File: config.mk
export PLATFORM = sky130hd
export DESIGN_NAME = io_window_decoder
export DESIGN_NICKNAME = d
export VERILOG_FILES = /design/src/rtl/iow_pkg.sv /design/src/rtl/iow_regfile.sv /design/src/rtl/iow_match.sv /design/src/rtl/io_window_decoder.sv
export SDC_FILE = /design/constraint.sdc
export NUM_CORES = 2
export LEC_CHECK = 0
export BUFFER_PORTS_ARGS = -buffer_cell sky130_fd_sc_hd__buf_4
export CAP_MARGIN = 20
export CORE_AREA = 2 2 410 412
export DETAILED_ROUTE_END_ITERATION = 7
export DIE_AREA = 0 0 412 414
export GPL_ROUTABILITY_DRIVEN = 1
export HOLD_SLACK_MARGIN = 0.05
export SKIP_CTS_REPAIR_TIMING = 1
export SLEW_MARGIN = 20
export SYNTH_ARGS = -nofsm -noshare
export SYNTH_HDL_FRONTEND = slang
export SYNTH_SLANG_ARGS = --single-unit
export TNS_END_PERCENT = 10
File: constraint.sdc
create_clock -name clk -period 5.85 [get_ports clk]
set_input_delay 1.17 -clock clk [delete_from_list [all_inputs] [get_ports clk]]
set_output_delay 1.17 -clock clk [all_outputs]
set_load 0.005 [all_outputs]
File: src/rtl/iow_pkg.sv
package iow_pkg;

    localparam int unsigned IOW_ADDR_W   = 48;
    localparam int unsigned IOW_GRAN_LSB = 20;
    localparam int unsigned IOW_GRAN_W   = IOW_ADDR_W - IOW_GRAN_LSB;
    localparam int unsigned IOW_DATA_W   = 32;
    localparam int unsigned IOW_FIELD_LSB = IOW_DATA_W - IOW_GRAN_W;
    localparam int unsigned IOW_TGT_W    = 8;
    localparam int unsigned IOW_STRIDE_B = 4;   // log2 of the 16-byte window stride

    typedef logic [IOW_GRAN_W-1:0] gran_t;
    typedef logic [IOW_TGT_W-1:0]  tgt_t;
    typedef logic [IOW_DATA_W-1:0] word_t;

    typedef struct packed {
        logic  en;
        gran_t lo;
        gran_t hi;
        tgt_t  tgt;
    } win_cfg_t;

    typedef struct packed {
        logic hit;
        tgt_t tgt;
    } lookup_t;

    typedef enum logic [2:0] {
        RK_NONE,
        RK_START,
        RK_END,
        RK_TGT,
        RK_DFLT
    } reg_kind_e;

    function automatic gran_t addr_gran(input logic [IOW_ADDR_W-1:0] a);
        return a[IOW_ADDR_W-1:IOW_GRAN_LSB];
    endfunction

    function automatic word_t start_image(input win_cfg_t c);
        word_t w;
        w = '0;
        w[IOW_DATA_W-1:IOW_FIELD_LSB] = c.lo;
        w[0] = c.en;
        return w;
    endfunction

    function automatic word_t end_image(input win_cfg_t c);
        word_t w;
        w = '0;
        w[IOW_DATA_W-1:IOW_FIELD_LSB] = c.hi;
        return w;
    endfunction

    function automatic word_t tgt_image(input tgt_t t);
        word_t w;
        w = '0;
        w[IOW_TGT_W-1:0] = t;
        return w;
    endfunction

    function automatic logic covers(input win_cfg_t c, input gran_t g);
        return c.en && (g >= c.lo) && (g <= c.hi);
    endfunction

endpackage

File: src/rtl/iow_regfile.sv
module iow_regfile
    import iow_pkg::*;
#(
    parameter int unsigned NUM_WIN = 16,
    localparam int unsigned REG_AW = $clog2((NUM_WIN + 1) * 16),
    localparam int unsigned IDX_W  = REG_AW - IOW_STRIDE_B
) (
    input  logic                       clk,
    input  logic                       rst,
    input  logic                       reg_we,
    input  logic [REG_AW-1:0]          reg_addr,
    input  word_t                      reg_wdata,
    output word_t                      reg_rdata,
    output win_cfg_t [NUM_WIN-1:0]     cfg_o,
    output tgt_t                       dflt_o
);

    win_cfg_t [NUM_WIN-1:0] cfg_q;
    tgt_t                   dflt_q;

    logic [IDX_W-1:0] idx;
    logic [3:0]       sub;
    reg_kind_e        kind;
    win_cfg_t         sel_cfg;

    assign idx = reg_addr[REG_AW-1:IOW_STRIDE_B];
    assign sub = reg_addr[IOW_STRIDE_B-1:0];

    // Offset decode: window slots below NUM_WIN, default slot at NUM_WIN.
    always_comb begin
        kind = RK_NONE;
        if (idx < IDX_W'(NUM_WIN)) begin
            case (sub)
                4'h0:    kind = RK_START;
                4'h8:    kind = RK_END;
                4'hC:    kind = RK_TGT;
                default: kind = RK_NONE;
            endcase
        end else if (idx == IDX_W'(NUM_WIN) && sub == 4'h0) begin
            kind = RK_DFLT;
        end
    end

    always_comb begin
        sel_cfg = '0;
        for (int w = 0; w < NUM_WIN; w++) begin
            if (idx == IDX_W'(w)) sel_cfg = cfg_q[w];
        end
    end

    always_ff @(posedge clk) begin
        if (rst) begin
            cfg_q  <= '0;
            dflt_q <= '0;
        end else if (reg_we) begin
            for (int w = 0; w < NUM_WIN; w++) begin
                if (idx == IDX_W'(w)) begin
                    case (kind)
                        RK_START: begin
                            cfg_q[w].en <= reg_wdata[0];
                            cfg_q[w].lo <= reg_wdata[IOW_DATA_W-1:IOW_FIELD_LSB];
                        end
                        RK_END:  cfg_q[w].hi  <= reg_wdata[IOW_DATA_W-1:IOW_FIELD_LSB];
                        RK_TGT:  cfg_q[w].tgt <= reg_wdata[IOW_TGT_W-1:0];
                        default: ;
                    endcase
                end
            end
            if (kind == RK_DFLT) dflt_q <= reg_wdata[IOW_TGT_W-1:0];
        end
    end

    always_comb begin
        case (kind)
            RK_START: reg_rdata = start_image(sel_cfg);
            RK_END:   reg_rdata = end_image(sel_cfg);
            RK_TGT:   reg_rdata = tgt_image(sel_cfg.tgt);
            RK_DFLT:  reg_rdata = tgt_image(dflt_q);
            default:  reg_rdata = '0;
        endcase
    end

    assign cfg_o  = cfg_q;
    assign dflt_o = dflt_q;

    // writes to unmapped offsets leave every register untouched
    p_unmapped_write_ignored_r8: assert property (@(posedge clk) disable iff (rst)
        (reg_we && kind == RK_NONE) |=> ($stable(cfg_q) && $stable(dflt_q)));

    // reset clears all windows and the default target
    p_reset_clear_r9: assert property (@(posedge clk)
        rst |=> (cfg_q == '0 && dflt_q == '0));

endmodule

File: src/rtl/iow_match.sv
module iow_match
    import iow_pkg::*;
#(
    parameter int unsigned NUM_WIN = 16
) (
    input  win_cfg_t [NUM_WIN-1:0] cfg_i,
    input  tgt_t                   dflt_i,
    input  gran_t                  gran_i,
    output lookup_t                result_o
);

    logic [NUM_WIN-1:0] hit_vec;
    logic [NUM_WIN-1:0] en_vec;
    logic [NUM_WIN-1:0] grant;
    tgt_t               win_tgt;

    for (genvar w = 0; w < NUM_WIN; w++) begin : g_cmp
        assign hit_vec[w] = covers(cfg_i[w], gran_i);
        assign en_vec[w]  = cfg_i[w].en;
    end

    // Lowest index wins.
    always_comb begin
        logic found;
        found = 1'b0;
        grant = '0;
        for (int w = 0; w < NUM_WIN; w++) begin
            if (hit_vec[w] && !found) begin
                grant[w] = 1'b1;
                found    = 1'b1;
            end
        end
    end

    always_comb begin
        win_tgt = '0;
        for (int w = 0; w < NUM_WIN; w++) begin
            win_tgt = win_tgt | ({IOW_TGT_W{grant[w]}} & cfg_i[w].tgt);
        end
    end

    assign result_o.hit = |grant;
    assign result_o.tgt = (|grant) ? win_tgt : dflt_i;

    always_comb begin
        // at most one window is selected
        p_grant_onehot_r7: assert ($onehot0(grant));
        // a disabled window is never selected
        p_grant_enabled_r4: assert ((grant & ~en_vec) == '0);
    end

endmodule

File: src/rtl/io_window_decoder.sv
module io_window_decoder
    import iow_pkg::*;
#(
    parameter int unsigned NUM_WIN = 16,
    localparam int unsigned REG_AW = $clog2((NUM_WIN + 1) * 16)
) (
    input  logic                   clk,
    input  logic                   rst,
    input  logic                   reg_we,
    input  logic [REG_AW-1:0]      reg_addr,
    input  logic [IOW_DATA_W-1:0]  reg_wdata,
    output logic [IOW_DATA_W-1:0]  reg_rdata,
    input  logic                   lk_valid,
    input  logic [IOW_ADDR_W-1:0]  lk_addr,
    output logic                   lk_out_valid,
    output logic                   lk_hit,
    output logic [IOW_TGT_W-1:0]   lk_target
);

    win_cfg_t [NUM_WIN-1:0] cfg;
    tgt_t                   dflt;
    lookup_t                res_d;
    lookup_t                res_q;
    logic                   vld_q;

    iow_regfile #(.NUM_WIN(NUM_WIN)) u_regs (
        .clk      (clk),
        .rst      (rst),
        .reg_we   (reg_we),
        .reg_addr (reg_addr),
        .reg_wdata(reg_wdata),
        .reg_rdata(reg_rdata),
        .cfg_o    (cfg),
        .dflt_o   (dflt)
    );

    iow_match #(.NUM_WIN(NUM_WIN)) u_match (
        .cfg_i   (cfg),
        .dflt_i  (dflt),
        .gran_i  (addr_gran(lk_addr)),
        .result_o(res_d)
    );

    always_ff @(posedge clk) begin
        if (rst) begin
            res_q <= '0;
            vld_q <= 1'b0;
        end else begin
            vld_q <= lk_valid;
            if (lk_valid) res_q <= res_d;
        end
    end

    assign lk_out_valid = vld_q;
    assign lk_hit       = res_q.hit;
    assign lk_target    = res_q.tgt;

    // a miss reports the default target in force when the request arrived
    p_miss_default_r5: assert property (@(posedge clk) disable iff (rst)
        (lk_out_valid && !lk_hit) |-> (lk_target == $past(dflt)));

    // every request yields a valid result on the next cycle
    p_result_latency_r6: assert property (@(posedge clk) disable iff (rst)
        lk_valid |=> lk_out_valid);

    // results hold while no request is presented
    p_result_hold_r6: assert property (@(posedge clk) disable iff (rst)
        !lk_valid |=> ($stable(lk_hit) && $stable(lk_target) && !lk_out_valid));

endmodule

==> results.md <==
* Status: complete, but fails checks
* Failing checks: DRC, setup timing
* I/O Buffers at approximately 110
* Grt total ovfl at 0
* Fin Clk Skew at 24.61 ps
* Post-route antenna net violation count at 0
* Worst hold path type: flop to flop
* Util after Layout at 46.25%
* Total GRT Usage at around 38%
* GPL Wtd Cong at slightly above 1
* CP Data Arrival Time at between 4000 and 5000 ps
* Required time of the critical path at between 4000 and 5000 ps
* Worst vdd ir at 0.0003412 V
* Seq/Total Area, Yosys at between 30% and 40%
* Row cnt at 150
* Vias in the first global route at 65,360
* Final instance area at 76,910 um2
* Unique cell type count in the Yosys netlist at between 80 and 90
* LEAKAGE at 26.24 nW
* TritonRoute pass-1 iters at 8
* Antenna violations before repair at 17
* Synthesized area per cell at roughly 7.3 um2
* Setup violations, final at 2
* Synth Register Bits at 1,058
* Final Max Tran Viols at 0
* First-pass GRT wire length at between 400,000 and 500,000 um
* Period minus WS final at about 6000 ps
* RSZ-0062 raised after global routing: true
* Most frequent CP cell: buf_4
* Die Ht at between 400 and 500 um
* DRC at 16
* Root Driver: clkbuf_16
* Final nets at 10,280
* Critical path cell sequence: buf_4 -> or3b_2 -> nor3_2 -> buf_12 -> buf_4 -> a222oi_1 -> a31oi_1 -> a21oi_1 -> nand3_1 -> o21ai_0 -> a21oi_1 -> buf_4 -> a221oi_1 -> o21ai_0 -> buf_4
* Startpoint types: primary input
* DPL Wire Length at ~240,000 um
* Power density of the placed cells at 229.7 nW/um2
* Placed inst area at between 70,000 and 80,000 um2
* Die area at 170,600 um2
* Worst path slowest cell: or3b_2
* Maxcap violations at 0
* Final cell count without fillers at around 12,000
* Largest stage delay on the critical path at about 600 ps
* Ys async rst share at 0%
* Post-synth top area share at 32.02%
* Crit share post-route at 100.3%
* Post-synth EDFFs at 0
* Reg clk slew, reported paths at 60 ps
* Via Count at ~70,000
* Bufs on Longest Clock Path at 3
* Pin count of the biggest net entering global routing at between 200 and 250
* Hold Vio Cnt, Final at 0
* Synth Instances at between 9,000 and 10,000
* Htree depth at 4
* Yosys warning total at 0
* Leading area contributor after synthesis: dfxtp_1
* Hold depth at 2
* Syn Nets at a little over 10,000
* Core Region at around 170,000 um2
* Synth area leaders: dfxtp_1, ha_1, nand2_1
* F_max at between 0.15 and 0.2 GHz
* CP max FO at 9
* Synth-to-layout area growth at 16.28%
* DRT Wirelength at between 300,000 and 400,000 um
* Crit Path Class: primary input to output pin
* Per-cell routed wire length at between 20 and 30 um
* Starting DRT DRC Count at approximately 9,500
* Starting Density at between 30% and 40%
* Primary FF master, synth: dfxtp_1
* CTS tree: built
* Die width at 412 um
* Layout cells sized above 1 at roughly 9.9%
* Number of CTS-inserted buffers at about 130
* Mapped Area at 66,140 um2
* I/O Pins at approximately 140
* CTS Sinks at around 1,100
* Rel. slew slack at between 20% and 30%
* Placed insts at 11,360
* Tightest Pin Transition at 1182 ps
* Vias per Instance at 6.104
* Worst Setup End Kind: output pin
* Worst skew pair latency at 790 ps
* R2R depth at 15
* Worst setup margin at -16.70 ps
-- cell usage after synthesis (32+ instances only) --
master,n
nand2_1,2384
a21oi_1,1440
dfxtp_1,1058
ha_1,896
inv_1,895
clkbuf_1,501
nor2_1,222
o21ai_0,210
o22ai_1,199
nand4_1,162
a221oi_1,124
nand3_1,114
a22oi_1,97
a21o_1,80
nor3_1,66
a211oi_1,47
nor2b_1,47
a222oi_1,38
o211ai_1,37
a31oi_1,33
buf_1,32
nor4_1,32
-- logic make-up after synthesis --
| logic type | after synthesis | share of synthesized area (%) |
|---|---|---|
| muxes | 4 | 0.06432 |
| and+or+nand+nor | 3152 | 19.95 |
| DFF | 1058 | 32.02 |
| buffers and inverters | 1430 | 8.119 |
| AOI/OAI and AO/OA | 2534 | 22.89 |
| adders and majority gates | 896 | 16.95 |
-- routing by layer --
| layer | GRT usage, % | vias to the layer above | wire (um) |
|---|---|---|---|
| met5 | 0 | - | 56 |
| met4 | 26.18 | 8 | 27580 |
| met3 | 8.547 | 1019 | 35990 |
| met2 | 58.15 | 4249 | 145000 |
| met1 | 48.61 | 33700 | 130900 |
| li1 | - | 31820 | - |
-- where the power goes --
part / switching, W / internal [W]
registers: 0.00000443 / 0.00721
clock network: 0.00358 / 0.00497
logic: 0.00133 / 0.000559
-- final timing paths --
check                                       from           end  slack [ps]
worst max-delay path                 reg_addr[7]  reg_rdata[6]         -20
worst min-delay path                lk_target[2]  lk_target[2]         450
worst max register to register  u_regs.cfg_o[31]  lk_target[0]        1010
worst min register to register      lk_target[2]  lk_target[2]         450
-- flip-flops by register name, summed over array words and instances, names as in the netlist --
register       flops
u_regs.dflt_o      8
lk_hit             1
lk_out_valid       1
lk_target          8
u_regs.cfg_o    1040
-- metrics by stage --
stage                     TNS, ps  hold WS (ps)  total power [W]  setup WS, ps
final                      -21.32         452.2          0.01766        -16.70
after global routing       -15.89         467.7          0.01809        -15.89
after CTS                  -47.08         453.8          0.01760        -36.00
after detailed placement   -11.21         445.9         0.009181        -11.21
after global placement     -19.06         441.0         0.009149        -19.06
after floorplan                 0         436.3         0.008239          1050
-- critical path, delay by kind of cell --
family | cells | cell delay [ps]
AO/OA/AOI/OAI | 7 | 1370
buffers and inverters | 5 | 980
AND/OR/NAND/NOR | 3 | 1150
-- placed cells by master (no fill, tap or decap), drive strengths merged, types with 114 or more instances in the layout --
cell type,netlist,routed
nand2,2385,2385
dfxtp,1058,1058
a221oi,125,125
nor2,222,222
o21ai,216,216
buf,34,616
o22ai,199,199
nand3,114,114
a21oi,1440,1440
nand4,164,164
ha,896,896
clkbuf,501,198
inv,895,902
-- final cells by class --
type,instances,area [um2]
repair buffers,616,5320
well taps,2204,2758
flip-flops and latches,1058,21180
inverters,895,3359
fillers,16770,89380
multi-input cells,6586,39870
clock inverters,39,394.1
clock buffers,198,4019
diodes,2,5.005
(Power assumes the default switching activity.)
